--- config.mk ---
export PLATFORM = sky130hd
export DESIGN_NAME = pcs_pc_unit
export DESIGN_NICKNAME = d
export VERILOG_FILES = /design/src/rtl/pcs_pkg.sv /design/src/rtl/pcs_rst_sync.sv /design/src/rtl/pcs_arbiter.sv /design/src/rtl/pcs_next_pc.sv /design/src/rtl/pcs_ret_stack.sv /design/src/rtl/pcs_pc_unit.sv
export SDC_FILE = /design/constraint.sdc
export NUM_CORES = 1
export LEC_CHECK = 0
export CAP_MARGIN = 20
export CORE_MARGIN = 5
export CORE_UTILIZATION = 56
export CTS_BUF_LIST = sky130_fd_sc_hd__clkbuf_4
export CTS_CLUSTER_SIZE = 20
export DETAILED_ROUTE_END_ITERATION = 8
export GPL_TIMING_DRIVEN = 0
export PLACE_DENSITY = 0.79
export RECOVER_POWER = 50
export SYNTH_ARGS = -nofsm -noshare
export SYNTH_HDL_FRONTEND = slang
export SYNTH_HIERARCHICAL = 1
export SYNTH_SLANG_ARGS = --single-unit
--- constraint.sdc ---
create_clock -name clk -period 4.05 [get_ports clk]
set_clock_uncertainty 0.1 [all_clocks]
set_input_delay 0.405 -clock clk [delete_from_list [all_inputs] [get_ports clk]]
set_output_delay 0.405 -clock clk [all_outputs]
set_load 0.02 [all_outputs]
--- src/rtl/pcs_pkg.sv ---
package pcs_pkg;

  // Winning control-flow event for one cycle, after priority resolution
  typedef enum logic [2:0] {
    PCOP_HOLD    = 3'd0,
    PCOP_STEP    = 3'd1,
    PCOP_POP     = 3'd2,
    PCOP_JUMP    = 3'd3,
    PCOP_CALL    = 3'd4,
    PCOP_IRQ     = 3'd5,
    PCOP_RESTART = 3'd6
  } pc_op_e;

  function automatic logic op_pushes(input pc_op_e op);
    return (op == PCOP_CALL) || (op == PCOP_IRQ);
  endfunction

endpackage

--- src/rtl/pcs_rst_sync.sv ---
module pcs_rst_sync #(
  parameter int STAGES = 2
) (
  input  logic clk,
  input  logic rst_n,
  output logic rst_sync_n
);

  logic [STAGES-1:0] chain_q;
  logic [STAGES-1:0] chain_d;

  always_comb begin
    chain_d = {chain_q[STAGES-2:0], 1'b1};
  end

  always_ff @(posedge clk or negedge rst_n) begin
    if (!rst_n) chain_q <= '0;
    else        chain_q <= chain_d;
  end

  assign rst_sync_n = chain_q[STAGES-1];

endmodule

--- src/rtl/pcs_arbiter.sv ---
module pcs_arbiter
  import pcs_pkg::*;
(
  input  logic   restart_i,
  input  logic   irq_i,
  input  logic   call_i,
  input  logic   jump_i,
  input  logic   ret_i,
  input  logic   retie_i,
  input  logic   retlw_i,
  input  logic   step_i,
  output pc_op_e op_o,
  output logic   retie_win_o
);

  logic any_pop;

  always_comb begin
    any_pop     = ret_i | retie_i | retlw_i;
    op_o        = PCOP_HOLD;
    retie_win_o = 1'b0;
    if (restart_i)    op_o = PCOP_RESTART;
    else if (irq_i)   op_o = PCOP_IRQ;
    else if (call_i)  op_o = PCOP_CALL;
    else if (jump_i)  op_o = PCOP_JUMP;
    else if (any_pop) begin
      op_o        = PCOP_POP;
      retie_win_o = retie_i;
    end
    else if (step_i)  op_o = PCOP_STEP;
  end

endmodule

--- src/rtl/pcs_next_pc.sv ---
module pcs_next_pc
  import pcs_pkg::*;
#(
  parameter int                PC_W      = 13,
  parameter logic [PC_W-1:0]   RESET_VEC = '0,
  parameter logic [PC_W-1:0]   IRQ_VEC   = 4
) (
  input  pc_op_e          op_i,
  input  logic [PC_W-1:0] pc_i,
  input  logic [PC_W-1:0] target_i,
  input  logic [PC_W-1:0] pop_data_i,
  output logic [PC_W-1:0] pc_next_o,
  output logic [PC_W-1:0] push_data_o
);

  logic [PC_W-1:0] pc_inc;

  always_comb begin
    pc_inc = pc_i + PC_W'(1);
    // Interrupts resume at the interrupted word; calls resume after the call
    push_data_o = (op_i == PCOP_IRQ) ? pc_i : pc_inc;
    unique case (op_i)
      PCOP_RESTART: pc_next_o = RESET_VEC;
      PCOP_IRQ:     pc_next_o = IRQ_VEC;
      PCOP_CALL,
      PCOP_JUMP:    pc_next_o = target_i;
      PCOP_POP:     pc_next_o = pop_data_i;
      PCOP_STEP:    pc_next_o = pc_inc;
      default:      pc_next_o = pc_i;
    endcase
  end

endmodule

--- src/rtl/pcs_ret_stack.sv ---
module pcs_ret_stack #(
  parameter int DEPTH = 8,
  parameter int W     = 13
) (
  input  logic         clk,
  input  logic         rst_n,
  input  logic         push_i,
  input  logic         pop_i,
  input  logic         clear_ptr_i,
  input  logic [W-1:0] push_data_i,
  output logic [W-1:0] pop_data_o
);

  localparam int PW = (DEPTH > 1) ? $clog2(DEPTH) : 1;
  localparam logic [PW-1:0] LAST = PW'(DEPTH - 1);

  logic [PW-1:0] sp_q, sp_d, sp_inc, sp_dec;
  logic          sp_en;
  logic [W-1:0]  slot_q [DEPTH];

  // Circular pointer arithmetic, valid for any depth
  always_comb begin
    sp_inc = (sp_q == LAST) ? '0 : sp_q + PW'(1);
    sp_dec = (sp_q == '0) ? LAST : sp_q - PW'(1);
    sp_en  = clear_ptr_i | push_i | pop_i;
    if (clear_ptr_i) sp_d = '0;
    else if (push_i) sp_d = sp_inc;
    else if (pop_i)  sp_d = sp_dec;
    else             sp_d = sp_q;
  end

  always_ff @(posedge clk or negedge rst_n) begin
    if (!rst_n)     sp_q <= '0;
    else if (sp_en) sp_q <= sp_d;
  end

  assign pop_data_o = slot_q[sp_dec];

  for (genvar g = 0; g < DEPTH; g++) begin : g_slot
    logic wr_en;
    assign wr_en = push_i && !clear_ptr_i && (sp_q == PW'(g));
    always_ff @(posedge clk or negedge rst_n) begin
      if (!rst_n)     slot_q[g] <= '0;
      else if (wr_en) slot_q[g] <= push_data_i;
    end
  end

endmodule

--- src/rtl/pcs_pc_unit.sv ---
module pcs_pc_unit
  import pcs_pkg::*;
#(
  parameter int PC_W      = 13,
  parameter int FETCH_W   = 10,
  parameter int DEPTH     = 8,
  parameter int RESET_VEC = 0,
  parameter int IRQ_VEC   = 4
) (
  input  logic               clk,
  input  logic               rst_n,
  input  logic               restart_i,
  input  logic               irq_i,
  input  logic               call_i,
  input  logic               jump_i,
  input  logic               ret_i,
  input  logic               retie_i,
  input  logic               retlw_i,
  input  logic               step_i,
  input  logic [PC_W-1:0]    target_i,
  output logic [PC_W-1:0]    pc_o,
  output logic [FETCH_W-1:0] fetch_addr_o,
  output logic               gie_reen_o
);

  localparam logic [PC_W-1:0] RST_V = PC_W'(RESET_VEC);
  localparam logic [PC_W-1:0] IRQ_V = PC_W'(IRQ_VEC);

  logic            rst_sync_n;
  pc_op_e          op;
  logic            retie_win;
  logic [PC_W-1:0] pc_q, pc_d, push_data, pop_data;
  logic            pc_en;
  logic            reen_q, reen_d;

  pcs_rst_sync #(.STAGES(2)) u_rst (
    .clk        (clk),
    .rst_n      (rst_n),
    .rst_sync_n (rst_sync_n)
  );

  pcs_arbiter u_arb (
    .restart_i   (restart_i),
    .irq_i       (irq_i),
    .call_i      (call_i),
    .jump_i      (jump_i),
    .ret_i       (ret_i),
    .retie_i     (retie_i),
    .retlw_i     (retlw_i),
    .step_i      (step_i),
    .op_o        (op),
    .retie_win_o (retie_win)
  );

  pcs_next_pc #(.PC_W(PC_W), .RESET_VEC(RST_V), .IRQ_VEC(IRQ_V)) u_nxt (
    .op_i        (op),
    .pc_i        (pc_q),
    .target_i    (target_i),
    .pop_data_i  (pop_data),
    .pc_next_o   (pc_d),
    .push_data_o (push_data)
  );

  pcs_ret_stack #(.DEPTH(DEPTH), .W(PC_W)) u_stk (
    .clk         (clk),
    .rst_n       (rst_sync_n),
    .push_i      (op_pushes(op)),
    .pop_i       (op == PCOP_POP),
    .clear_ptr_i (op == PCOP_RESTART),
    .push_data_i (push_data),
    .pop_data_o  (pop_data)
  );

  always_comb begin
    pc_en  = (op != PCOP_HOLD);
    reen_d = retie_win;
  end

  always_ff @(posedge clk or negedge rst_sync_n) begin
    if (!rst_sync_n) pc_q <= RST_V;
    else if (pc_en)  pc_q <= pc_d;
  end

  always_ff @(posedge clk or negedge rst_sync_n) begin
    if (!rst_sync_n) reen_q <= 1'b0;
    else             reen_q <= reen_d;
  end

  assign pc_o         = pc_q;
  assign fetch_addr_o = pc_q[FETCH_W-1:0];
  assign gie_reen_o   = reen_q;

endmodule

* Yosys cells after proc, flatten, opt, wreduce, memory -nomap -nowiden
Index checks and enable logic that the tools add are counted. W data, S select, Z words.
Word-level totals: register bits 123, input port bits 23
Operators by class: add/subtract/negate cells 3, magnitude comparators 1, eq/ne operators 13, multiplexer cells 21, bitwise gates (word level) 5, reduce and logical (&&, ||, !) cells 18
Operators with widths (count):
- $pmux W13 S5 | 1
- $bmux W13 S3 | 1
- $mux W13 | 3
- $mux W3 | 10
- $eq A3 B3 Y1 const B | 7
- $add A13 B1 Y13 const B | 1
- $eq A3 B2 Y1 const B | 4
- $logic_and A1 B1 Y1 | 9
- $eq A3 B1 Y1 const B | 2
- $mux W1 | 6
- $reduce_bool A3 Y1 | 2
- $reduce_bool A5 Y1 | 1
- $ge A4 B4 Y1 const B | 1
- $not A3 Y4 | 1
- $or A1 B1 Y1 | 4
- $reduce_and A2 Y1 | 2
- $add A3 B1 Y3 const B | 1
- $logic_not A3 Y1 | 1
- $sub A3 B1 Y3 const B | 1
- $reduce_or A2 Y1 | 1
- $logic_not A1 Y1 | 1
- $logic_or A1 B1 Y1 | 1

* Longest topological paths before layout
depth after elaboration 12, depth in mapped cells 15, mapped depth without buffers 11

* Cells and area by module
The synthesis kept the hierarchy.
Modules (own cells, without submodules):
- pcs_ret_stack | times used 1, cells an instance 403, area each 5337.6 um^2
- pcs_next_pc | times used 1, cells an instance 184, area each 1119.8 um^2
- pcs_pc_unit | times used 1, cells an instance 42, area each 623.1 um^2
- pcs_arbiter | times used 1, cells an instance 8, area each 66.3 um^2
- pcs_rst_sync | times used 1, cells an instance 3, area each 53.8 um^2

* Worst setup path after synthesis
No wires, ideal clock.
path kind register to register, from register u_stk.sp_q[0], to register pc_q[10], in the netlist pc_o[10], setup time 125 ps, data arrival time 3069 ps, required time 3825 ps, setup slack 757 ps, cell stages (with the launch flop) 16, period minus slack after synthesis 3293 ps, path through dfrtp_1 buf_2 clkinv_1 clkbuf_1 ha_1 clkbuf_1 and2_1 buf_6 buf_6 a221oi_1 o32ai_1 nor2b_1 o221ai_1 a31oi_1 o22a_1 mux2_2
Between the ends: cells in the longest elaborated chain, start to end 7, elaborated cells on any way between the ends 8, classes of those cells add/sub: 1; mux: 5; bitwise: 1; reduce/logical: 1
Ends and longest elaborated chain:
- from (decl) | line pcs_ret_stack.sv:17 | logic [PW-1:0] sp_q, sp_d, sp_inc, sp_dec;
- from (signal assigned) | line pcs_ret_stack.sv:34 | else if (sp_en) sp_q <= sp_d;
- $sub A3 B1 Y3 or $logic_not A3 Y1 (tied branches) | line pcs_ret_stack.sv:24 | sp_dec = (sp_q == '0) ? LAST : sp_q - PW'(1);
- $mux W3 (*) | line pcs_ret_stack.sv:24
- $not A3 Y4 (implied by the code) (*) | line pcs_ret_stack.sv:37 | assign pop_data_o = slot_q[sp_dec];
- $bmux W13 S3 (*) | line pcs_ret_stack.sv:37
- $mux W13 (implied by the code) (*) (2 in series) | line pcs_ret_stack.sv:37
- via pop_data[10] | line pcs_pc_unit.sv:32 | logic [PC_W-1:0] pc_q, pc_d, push_data, pop_data;
- $pmux W13 S5 (*) | line pcs_next_pc.sv:22 | unique case (op_i)
- via pc_d[10] | line pcs_pc_unit.sv:32
- to (signal assigned) | line pcs_pc_unit.sv:81 | else if (pc_en) pc_q <= pc_d;
- to (decl) | line pcs_pc_unit.sv:32
Mark *: on every way through the listed nets, which the timed path passes. The rest lies on a longest branch. The select of a mux whose other input is x is not followed. A chain may end at the register's enable or synchronous reset.

* Worst setup path after layout
from register u_stk.sp_q[0], to register pc_q[9], in the netlist pc_o[9]
Same word-level chain as after synthesis.

==> flow_summary.toml <==
[synth]
synth_compound_gate_area_share = 0.152
netlist_instances = 640
ys_seq_elements = 123
synth-simple-area-share = 0.105
synth.avg_cell_area_um2 = 11.3
synth.distinct_cells = 70
synthArstFlopShare = 1.00
synth_top_family_by_area = "multiplexers"
synth_mux_area_frac = 0.226
synth_nets = 671
synth_fa_ha_area_frac = 0.0139
synth_edf_count = 0
seq_area_frac_synth = 0.427
ys.flop_type = "dfrtp_1"
ys.warnings.count = 6
synth_xor_xnor_area_share = 0.0158
netlist_area_um2 = 7200

[critical_path]
critPathKind = "register to register"
crit_arrival_ns = 4.18
rr_worst_depth = 15
worstPathMaxFanout = 12
end_kind = "register"
start_kind = "register"
worstPathRequired_ns = 4.37

[detailed_routing]
drt_iter0_drc = 492
via_per_inst = 6.48
drt-total-wl_um = 19400
drc = 0
first_pass_iters = 5
vias = 5800
wire_per_inst_um = 21.6
ant_nets = 0

[power]
leakage_nw = 3.80
p_sw_mw = 1.33
switching_share = 0.352
p_seq_frac = 0.441
powerDensity_nw_per_um2 = 463
peakVddDrop_mv = 0.283
pwr-share-clk = 0.199
pwr-share-comb = 0.359
p_int_mw = 2.45

[worst_hold_path]
hold_depth = 0
min_path_type = "register to register"

[floorplanning]
row_count = 41
initial_core_util = 0.571
die_w_um = 123
core_area_um2 = 12600
die-area_um2 = 15200
io_pins = 47
die_height_um = 123

[sta]
worst_pin_slew_ns = 1.70
fmax_mhz = 259
drv_slew = 37
setup_violations = 0
setup_tns_ns = 0
hold_viol = 0
whs_ns = 0.266
slew_headroom = -0.135
fin_crit_sh = 0.953
layout_min_cycle_time_ns = 3.86
rsz0062_at_grt = "false"

[place]
hpwlAfterDp_um = 14200
place_congestion = 0.930
io_buffers = 46

[cells_and_area]
nNetsFinal = 741
antenna_cells = 0
fillers = 1024
drive_gt1_frac = 0.331
multi_input_area_um2 = 3700
regArea_um2 = 3080
area_delta_synth_final_pct = 13.7
final_util = 0.649

[grt]
grt_usage = 0.270
overflow = 0
antenna_found_initial = 0
grt_pass1_vias = 5968
grt_max_degree = 74
grt_first_pass_wirelength_um = 31600

[clock_network]
cts_tree = "yes"
clk_pin_slew_ns = 0.11
cts_max_level = 4
ctsRootBufferMaster = "clkbuf_4"
clock_sinks = 123
cts_buffer_depth = 2
cts_buffers = 17
clkLatencyLatePin_ns = 0.53

[status]
violations = "max-capacitance violations, max-slew violations"
status = "complete, but fails checks"

[run]
cap_violations = 1
## final cells by class
| type | count | share of cell area |
|---|---|---|
| multi-input combinational | 442 | 0.452 |
| sequential | 123 | 0.376 |
| timing repair buffer | 51 | 0.0642 |
| buffer | 62 | 0.0465 |
| tap | 172 | 0.0263 |
| clock buffer | 21 | 0.0193 |
| clock inverter | 11 | 0.00978 |
| inverter | 13 | 0.00642 |
## synth_stat cells, types with 8 or more instances
| library cell | number | area (um^2) |
|---|---|---|
| nand2_1 | 24 | 90.1 |
| buf_2 | 23 | 115 |
| o21ai_0 | 12 | 60.1 |
| nor2_1 | 18 | 67.6 |
| buf_4 | 17 | 128 |
| nand3_1 | 12 | 60.1 |
| o32ai_1 | 12 | 105 |
| a31oi_1 | 11 | 68.8 |
| a211oi_1 | 27 | 203 |
| xnor2_1 | 8 | 70.1 |
| nor2b_1 | 11 | 68.8 |
| dfrtp_1 | 123 | 3080 |
| a221oi_1 | 26 | 228 |
| and3_1 | 27 | 169 |
| mux2_2 | 141 | 1590 |
| inv_1 | 11 | 41.3 |
| clkbuf_1 | 14 | 52.6 |
| a21oi_1 | 13 | 65.1 |
| ha_1 | 8 | 100 |
| o221ai_1 | 8 | 70.1 |
## kinds of logic (layout without fill, tap and decap cells)
group                    after synthesis  count (layout)
buffers and inverters                 75             158
AO/OA/AOI/OAI                        143             143
XOR/XNOR                              13              13
AND/OR/NAND/NOR                      132             132
multiplexers                         145             145
flip-flops                           123             123
adder cells (fa/ha/maj)                8               8
other                                  1               1
## state kept, by name (all words and copies together), names as in the netlist
name and count:
pc_o 13, u_rst/chain_q 2, u_stk/slot_q 104, u_stk/sp_q 3, gie_reen_o 1
## power groups by stage
stage	Sequential, mW	Clock (mW)	Combinational [mW]
6_report	1.67	0.755	1.36
5_1_grt	1.70	0.824	1.47
4_1_cts	1.67	0.779	1.33
3_5_place_dp	1.70	0	1.32
3_3_place_gp	1.68	0	1.26
2_1_floorplan	1.66	0	0.924
## worst max-delay path, stage by stage (launching register included)
cell and delay [ns]:
dfrtp_1 0.40, buf_2 0.29, clkinvlp_4 0.18, clkbuf_2 0.26, ha_1 0.34, clkbuf_1 0.22, and2_1 0.21, buf_6 0.14
buf_6 0.14, a221oi_1 0.28, o32ai_1 0.18, nor2b_1 0.17, o221ai_1 0.24, a31oi_1 0.14, o22a_1 0.21, mux2_2 0.26
## per-layer routing
layer,up-vias,wire length [um],track usage,part of all wire
li1,2572,-,-,-
met1,2883,7980,0.344,0.41
met2,277,9260,0.444,0.48
met3,68,1350,0.0526,0.070
met4,0,755,0.131,0.039
met5,-,0,0,0
## cell usage in the layout, fill, tap and decap left out, types with 12 or more instances in the layout
| master | instances |
|---|---|
| buf_2 | 23 |
| clkbuf_4 | 21 |
| a221oi_1 | 25 |
| clkbuf_1 | 12 |
| dfrtp_1 | 123 |
| a21oi_1 | 13 |
| buf_4 | 19 |
| a211oi_1 | 27 |
| nor2_1 | 18 |
| mux2_2 | 141 |
| nand2_1 | 24 |
| clkdlybuf4s50_1 | 36 |
| o21ai_0 | 12 |
| and3_1 | 27 |
| o32ai_1 | 12 |
| nand3_1 | 12 |
## final timing paths
kind	from	to	slack, ns
min in group asynchronous	rst_n	u_rst/chain_q[1]	0.51
worst min-delay path	u_rst/chain_q[0]	u_rst/chain_q[1]	0.27
max in group asynchronous	u_rst/chain_q[1]	u_stk/slot_q[92]	0.91
worst max-delay path	u_stk/sp_q[0]	pc_o[9]	0.19
worst min register to register	u_rst/chain_q[0]	u_rst/chain_q[1]	0.27
worst max register to register	u_stk/sp_q[0]	pc_o[9]	0.19
## timing repair
action,in CTS,in global routing
setup buffers,0,2
endpoints found under the setup margin,2,9
gates resized for setup,1,4
hold endpoints to repair,2,0
hold buffers,1,0
## through the flow
| step | std cells | setup slack (ns) | total power, mW | instance area (um^2) |
|---|---|---|---|---|
| 6_report | 895 | 0.189 | 3.79 | 8190 |
| 5_1_grt | 895 | 0.0285 | 3.99 | 8190 |
| 4_1_cts | 892 | 0.0282 | 3.78 | 8160 |
| 3_5_place_dp | 859 | -0.0252 | 3.02 | 7910 |
| 3_3_place_gp | 858 | -0.935 | 2.94 | 7880 |
| 2_1_floorplan | 640 | 0.270 | 2.59 | 7200 |
Power figures use the tool's default switching activity.
